--- src/rtl/ppa_pkg.sv ---
package ppa_pkg;

  typedef enum int {
    TOPO_DENSE   = 0,
    TOPO_SPARSE  = 1,
    TOPO_ODDCORE = 2,
    TOPO_QUADCORE = 3
  } topo_e;

  // number of prefix levels the network is built with
  function automatic int treeDepth(topo_e topo, int lg);
    case (topo)
      TOPO_DENSE:    return lg;
      TOPO_SPARSE:   return 2 * lg - 2;
      TOPO_ODDCORE:  return lg + 1;
      default:       return lg + 2;
    endcase
  endfunction

  // source bit of the cell at (lv, i), or -1 when the bit passes through
  function automatic int cellSrc(topo_e topo, int lg, int lv, int i);
    int d;
    int s;
    int dd;
    case (topo)
      TOPO_DENSE: begin
        d = 1 << (lv - 1);
        if (i >= d) return i - d;
      end
      TOPO_SPARSE: begin
        if (lv <= lg) begin
          d = 1 << lv;
          if (((i + 1) % d) == 0) return i - d / 2;
        end
        if (lv >= lg) begin
          dd = lv - lg + 1;
          if (dd <= lg - 1) begin
            s = 1 << (lg - 1 - dd);
            if (i >= 2 * s && ((i + 1) % (2 * s)) == s) return i - s;
          end
        end
      end
      TOPO_ODDCORE: begin
        if (lv == 1) begin
          if ((i % 2) == 1) return i - 1;
        end else if (lv <= lg) begin
          d = 1 << (lv - 1);
          if ((i % 2) == 1 && i >= d + 1) return i - d;
        end else begin
          if ((i % 2) == 0 && i >= 2) return i - 1;
        end
      end
      default: begin
        if (lv == 1) begin
          if ((i % 2) == 1) return i - 1;
        end else if (lv == 2) begin
          if ((i % 4) == 3) return i - 2;
        end else if (lv <= lg) begin
          d = 1 << (lv - 1);
          if ((i % 4) == 3 && i >= d + 3) return i - d;
        end else if (lv == lg + 1) begin
          if ((i % 4) == 1 && i >= 5) return i - 2;
        end else begin
          if ((i % 2) == 0 && i >= 2) return i - 1;
        end
      end
    endcase
    return -1;
  endfunction

  // a cell is grey when its result group already reaches bit 0
  function automatic bit cellGrey(topo_e topo, int lg, int lv, int i);
    case (topo)
      TOPO_DENSE: return i < (1 << lv);
      TOPO_SPARSE: begin
        if (lv <= lg && ((i + 1) % (1 << lv)) == 0) return (i + 1) == (1 << lv);
        return 1'b1;
      end
      TOPO_ODDCORE: begin
        if (lv == 1) return i == 1;
        if (lv <= lg) return (i + 1) <= (1 << lv);
        return 1'b1;
      end
      default: begin
        if (lv == 1) return i == 1;
        if (lv == 2) return i == 3;
        if (lv <= lg) return (i + 1) <= (1 << lv);
        return 1'b1;
      end
    endcase
  endfunction

  function automatic int cellCount(topo_e topo, int lg);
    int n;
    n = 0;
    for (int lv = 1; lv <= treeDepth(topo, lg); lv++)
      for (int i = 0; i < (1 << lg); i++)
        if (cellSrc(topo, lg, lv, i) >= 0) n++;
    return n;
  endfunction

  function automatic int levelsUsed(topo_e topo, int lg);
    int n;
    bit any;
    n = 0;
    for (int lv = 1; lv <= treeDepth(topo, lg); lv++) begin
      any = 1'b0;
      for (int i = 0; i < (1 << lg); i++)
        if (cellSrc(topo, lg, lv, i) >= 0) any = 1'b1;
      if (any) n++;
    end
    return n;
  endfunction

endpackage

--- src/rtl/ppa_pregen.sv ---
module ppa_pregen #(
  parameter int WIDTH = 16
) (
  input  logic [WIDTH-1:0] opA,
  input  logic [WIDTH-1:0] opB,
  output logic [WIDTH-1:0] genBit,
  output logic [WIDTH-1:0] propBit
);

  assign genBit  = opA & opB;
  assign propBit = opA ^ opB;


  always_comb begin
    gen_prop_excl_chk: assert ((genBit & propBit) == '0);
  end

endmodule

--- src/rtl/ppa_tree.sv ---
module ppa_tree #(
  parameter int           WIDTH = 16,
  parameter ppa_pkg::topo_e TOPO = ppa_pkg::TOPO_DENSE
) (
  input  logic [WIDTH-1:0] genIn,
  input  logic [WIDTH-1:0] propIn,
  input  logic             carryIn,
  output logic [WIDTH-1:0] carryVec
);

  localparam int LOG2W = $clog2(WIDTH);
  localparam int DEPTH = ppa_pkg::treeDepth(TOPO, LOG2W);

  logic [DEPTH:0][WIDTH-1:0] gLev;
  logic [DEPTH:0][WIDTH-1:0] pLev;

  // carry input treated as generate one position below bit 0
  assign gLev[0][0]         = genIn[0] | (propIn[0] & carryIn);
  assign pLev[0][0]         = 1'b0;
  assign gLev[0][WIDTH-1:1] = genIn[WIDTH-1:1];
  assign pLev[0][WIDTH-1:1] = propIn[WIDTH-1:1];

  for (genvar lv = 1; lv <= DEPTH; lv++) begin : g_level
    for (genvar i = 0; i < WIDTH; i++) begin : g_bit
      localparam int SRC  = ppa_pkg::cellSrc(TOPO, LOG2W, lv, i);
      localparam bit GREY = ppa_pkg::cellGrey(TOPO, LOG2W, lv, i);
      if (SRC < 0) begin : g_pass
        assign gLev[lv][i] = gLev[lv-1][i];
        assign pLev[lv][i] = pLev[lv-1][i];
      end else if (GREY) begin : g_grey
        assign gLev[lv][i] = gLev[lv-1][i] | (pLev[lv-1][i] & gLev[lv-1][SRC]);
        assign pLev[lv][i] = 1'b0;
      end else begin : g_black
        assign gLev[lv][i] = gLev[lv-1][i] | (pLev[lv-1][i] & gLev[lv-1][SRC]);
        assign pLev[lv][i] = pLev[lv-1][i] & pLev[lv-1][SRC];
      end
    end
  end

  assign carryVec = gLev[DEPTH];


  always_comb begin
    for (int lv = 0; lv <= DEPTH; lv++) begin
      group_excl_chk: assert ((gLev[lv] & pLev[lv]) == '0);
    end
  end


  always_comb begin
    gen_sets_carry_chk: assert ((genIn & ~carryVec) == '0);
  end


  always_comb begin
    kill_clears_carry_chk: assert ((~genIn & ~propIn & carryVec) == '0);
  end

endmodule

--- src/rtl/ppa_post.sv ---
module ppa_post #(
  parameter int WIDTH = 16
) (
  input  logic [WIDTH-1:0] propIn,
  input  logic [WIDTH-1:0] carryVec,
  input  logic             carryIn,
  output logic [WIDTH-1:0] sum,
  output logic             carryOut
);

  assign sum      = propIn ^ {carryVec[WIDTH-2:0], carryIn};
  assign carryOut = carryVec[WIDTH-1];

endmodule

--- src/rtl/prefix_adder.sv ---
module prefix_adder #(
  parameter int             WIDTH = 16,
  parameter ppa_pkg::topo_e TOPO  = ppa_pkg::TOPO_DENSE
) (
  input  logic [WIDTH-1:0] opA,
  input  logic [WIDTH-1:0] opB,
  input  logic             carryIn,
  output logic [WIDTH-1:0] sum,
  output logic             carryOut,
  output logic [15:0]      cellTotal,
  output logic [7:0]       levelCount
);

  localparam int LOG2W  = $clog2(WIDTH);
  localparam int CELLS  = ppa_pkg::cellCount(TOPO, LOG2W);
  localparam int LEVELS = ppa_pkg::levelsUsed(TOPO, LOG2W);

  logic [WIDTH-1:0] genBit;
  logic [WIDTH-1:0] propBit;
  logic [WIDTH-1:0] carryVec;

  ppa_pregen #(.WIDTH(WIDTH)) u_pre (
    .opA     (opA),
    .opB     (opB),
    .genBit  (genBit),
    .propBit (propBit)
  );

  ppa_tree #(.WIDTH(WIDTH), .TOPO(TOPO)) u_tree (
    .genIn    (genBit),
    .propIn   (propBit),
    .carryIn  (carryIn),
    .carryVec (carryVec)
  );

  ppa_post #(.WIDTH(WIDTH)) u_post (
    .propIn   (propBit),
    .carryVec (carryVec),
    .carryIn  (carryIn),
    .sum      (sum),
    .carryOut (carryOut)
  );

  assign cellTotal  = 16'(CELLS);
  assign levelCount = 8'(LEVELS);


  always_comb begin
    sum_match_chk: assert ({carryOut, sum} ==
      ({1'b0, opA} + {1'b0, opB} + {{WIDTH{1'b0}}, carryIn}));
  end


  always_comb begin
    if (&(opA ^ opB)) begin
      full_prop_cout_chk: assert (carryOut == carryIn);
    end
  end

endmodule

--- config.mk ---
export PLATFORM = sky130hd
export DESIGN_NAME = prefix_adder
export DESIGN_NICKNAME = d
export VERILOG_FILES = /design/src/rtl/ppa_pkg.sv /design/src/rtl/ppa_pregen.sv /design/src/rtl/ppa_tree.sv /design/src/rtl/ppa_post.sv /design/src/rtl/prefix_adder.sv
export SDC_FILE = /design/constraint.sdc
export NUM_CORES = 1
export LEC_CHECK = 0
export BUFFER_PORTS_ARGS = -buffer_cell sky130_fd_sc_hd__buf_2
export CELL_PAD_IN_SITES_DETAIL_PLACEMENT = 0
export CELL_PAD_IN_SITES_GLOBAL_PLACEMENT = 1
export CORE_MARGIN = 3
export CORE_UTILIZATION = 25
export DETAILED_ROUTE_END_ITERATION = 12
export PLACE_DENSITY = 0.89
export SLEW_MARGIN = 20
export SYNTH_ARGS = -nofsm -noshare
export SYNTH_HDL_FRONTEND = slang
export SYNTH_SLANG_ARGS = --single-unit
--- constraint.sdc ---
create_clock -name vclk -period 1.9
set_input_delay 0.19 -clock vclk [all_inputs]
set_output_delay 0.19 -clock vclk [all_outputs]
set_load 0.01 [all_outputs]
==> flow_summary_export.csv <==
group,metric,value,unit
place,portBuffers,50,
global_routing,busiest_layer,"met2",
synthesis,synth_area,952,um^2
route,first_pass_iters,4,
global_routing,use_met3,0.00832,
global_routing,grtUsageTotal,0.103,
route,drt-total-wl,2570,um
floorplanning,dieHeight,67.7,um
power_and_ir_drop,power_density,378,nW/um^2
route,wl_per_cell,10.7,um
place,gp_congestion,0.807,
place,dp_slack,-0.322,ns
global_routing,use_met1,0.139,
sta,timing_max_transition_violations_final,0,
sta,fin_ws,-0.254,ns
sta,setup_violations,11,
route,drc,0,
place,dp_hpwl,2120,um
global_routing,grt_overflow_total,0,
worst_setup_path,worstSetupPathType,"in -> out",
cells_and_area,register_area,0,um^2
synthesis,syn_inst,130,
synthesis,ys_seq_area_frac,0,
run,drv_cap,0,
synthesis,yosys_warnings,0,
floorplanning,core.rowCount,21,
route,detailroute.via_count,1063,
cells_and_area,antenna_cells,0,
global_routing,grt_pass1_vias,931,
global_routing,grt_pass1_wl,3910,um
floorplanning,fp.dieW,67.7,um
synthesis,yosys.area.top_type,"ha_1",
cells_and_area,design.seq.count,0,
floorplanning,die_area,4590,um^2
sta,fin_crit,2.15,ns
cells_and_area,clkbuf_count,0,
route,detail-route-antenna-nets,0,
synthesis,synth_top_cell_area_share,0.197,
sta,timing.hold.ws,0.753,ns
floorplanning,start_util,0.272,
worst_setup_path,cp.arrival,1.96,ns
route,viasPerCell,4.45,
sta,max_clock_freq,464,MHz
power_and_ir_drop,total_power,0.514,mW
synthesis,synth_cell_types,28,
global_routing,grt_util_met2,0.185,
hold_path,hold_class,"in -> out",
worst_setup_path,cp_max_fo,3,
hold_path,min_from,"opA[0]",
sta,finalHoldViolCount,0,
worst_setup_path,cp-startpoint,"opA[0]",
cells_and_area,final_layout_size_suffix_gt1_frac,0.409,
synthesis,avgSynthCellArea,7.32,um^2
power_and_ir_drop,ir_drop,136,uV
route,first_iter_violations,31,
sta,period_share,1.13,
power_and_ir_drop,leakage,0.723,nW
cells_and_area,areaGrowthSynthToFinish,43.0,%
global_routing,grt_max_degree,7,
worst_setup_path,crit_required,1.71,ns
worst_setup_path,critPathCaptureType,"output pin",
outcome,status,"finished with violations",
floorplanning,io-pin-count,74,
worst_setup_path,crit_end,"sum[10]",
synthesis,synth.top_cells.by_area,"ha_1, buf_4, a21oi_1",
worst_setup_path,startpoint_type,"input pin",
cells_and_area,final_nets,245,
sta,rsz0062_at_grt,"true",
outcome,violations,"negative setup slack",
global_routing,grt_antenna_before_repair,0,
floorplanning,coreArea,3490,um^2
## worst min-delay path by stage
stage                     cells past startpoint     end
after floorplan                               1  sum[0]
after global placement                        3  sum[0]
after detailed placement                      3  sum[0]
after CTS                                     3  sum[0]
after global routing                          3  sum[0]
final                                         3  sum[0]
## cells in the mapped netlist
| library cell | n |
|---|---|
| buf_4 | 24 |
| ha_1 | 15 |
| a21oi_1 | 14 |
| nor2_1 | 8 |
| o21ai_0 | 8 |
| xor2_1 | 8 |
| nand2_1 | 7 |
| xnor2_1 | 6 |
| inv_1 | 5 |
| o211ai_1 | 5 |
| nand2b_1 | 3 |
| nand3_1 | 3 |
| o21bai_1 | 3 |
| a211oi_1 | 2 |
| a21o_1 | 2 |
| and2_1 | 2 |
| conb_1 | 2 |
| fa_1 | 2 |
| o21a_1 | 2 |
| a21boi_2 | 1 |
| a221o_1 | 1 |
| a41oi_1 | 1 |
| and3_1 | 1 |
| buf_2 | 1 |
| nand4_1 | 1 |
| o21ai_1 | 1 |
| o21ai_2 | 1 |
| o41ai_2 | 1 |
## through the flow
step                      cell area, um^2  cells   util  setup TNS (ns)
after floorplan                      1040    152      -               0
after global placement               1240    234  0.356           -1.65
after detailed placement             1240    234  0.356           -1.88
after CTS                            1320    238  0.379           -1.80
after global routing                 1360    239  0.390           -2.30
final                                1360    239  0.390           -1.56
## power breakdown
part           internal (mW)  switching (mW)  total, mW
combinational          0.241           0.273      0.514
sequential                 0               0          0
clock                      0               0          0
total                  0.241           0.273      0.514
## worst max-delay path, cell delays in order
cell and delay [ns]:
buf_6 0.09, fa_2 0.38, inv_2 0.06, fa_2 0.19, nand2b_4 0.14, a21oi_4 0.06, o211ai_1 0.26, buf_4 0.18
buf_6 0.10, nand2b_4 0.05, xor2_1 0.12, buf_2 0.15
## cells by family (layout without fill, tap and decap cells)
kind of cell,count (synthesis),in the layout,share of synthesized area
other,2,24,0.00789
adder cells (fa/ha/maj),17,17,0.239
XOR/XNOR,14,14,0.129
AO/OA/AOI/OAI,42,42,0.289
buffers and inverters,30,71,0.214
AND/OR/NAND/NOR,25,25,0.121
## metal layers
layer  wire, um  vias to the layer above  share of wire
li1           -                      541              -
met1       1070                      487           0.42
met2       1320                       33           0.52
met3        156                        2          0.061
met4         15                        0         0.0058
met5          0                        -              0
## placed cells by master (no fill, tap or decap), types with 2 or more instances in the layout
cell type and instances:
buf_2 49, conb_1 24, ha_1 15, a21oi_1 13
buf_4 13, nor2_1 8, xor2_1 8, nand2_1 7
o21ai_0 6, o211ai_1 5, xnor2_1 5, inv_1 4
buf_6 4, nand3_1 3, o21bai_1 3, o21ai_2 3
and2_1 2, nand2b_4 2, a21o_1 2, o21a_1 2
fa_2 2
## final cells by class
class,instances,area (um^2)
Timing Repair Buffer,66,388
Fill cell,373,2130
Multi-Input combinational cell,122,897
Tap cell,46,57.6
Inverter,5,18.8
## timing repair
item / in CTS / in global routing
setup endpoints to repair: 10 / 11
resized for setup: 12 / 5
cloned: 0 / 0
hold buffers: 0 / 0
setup buffers: 4 / 1
pin swaps: 8 / 6
Power figures use the tool's default switching activity.
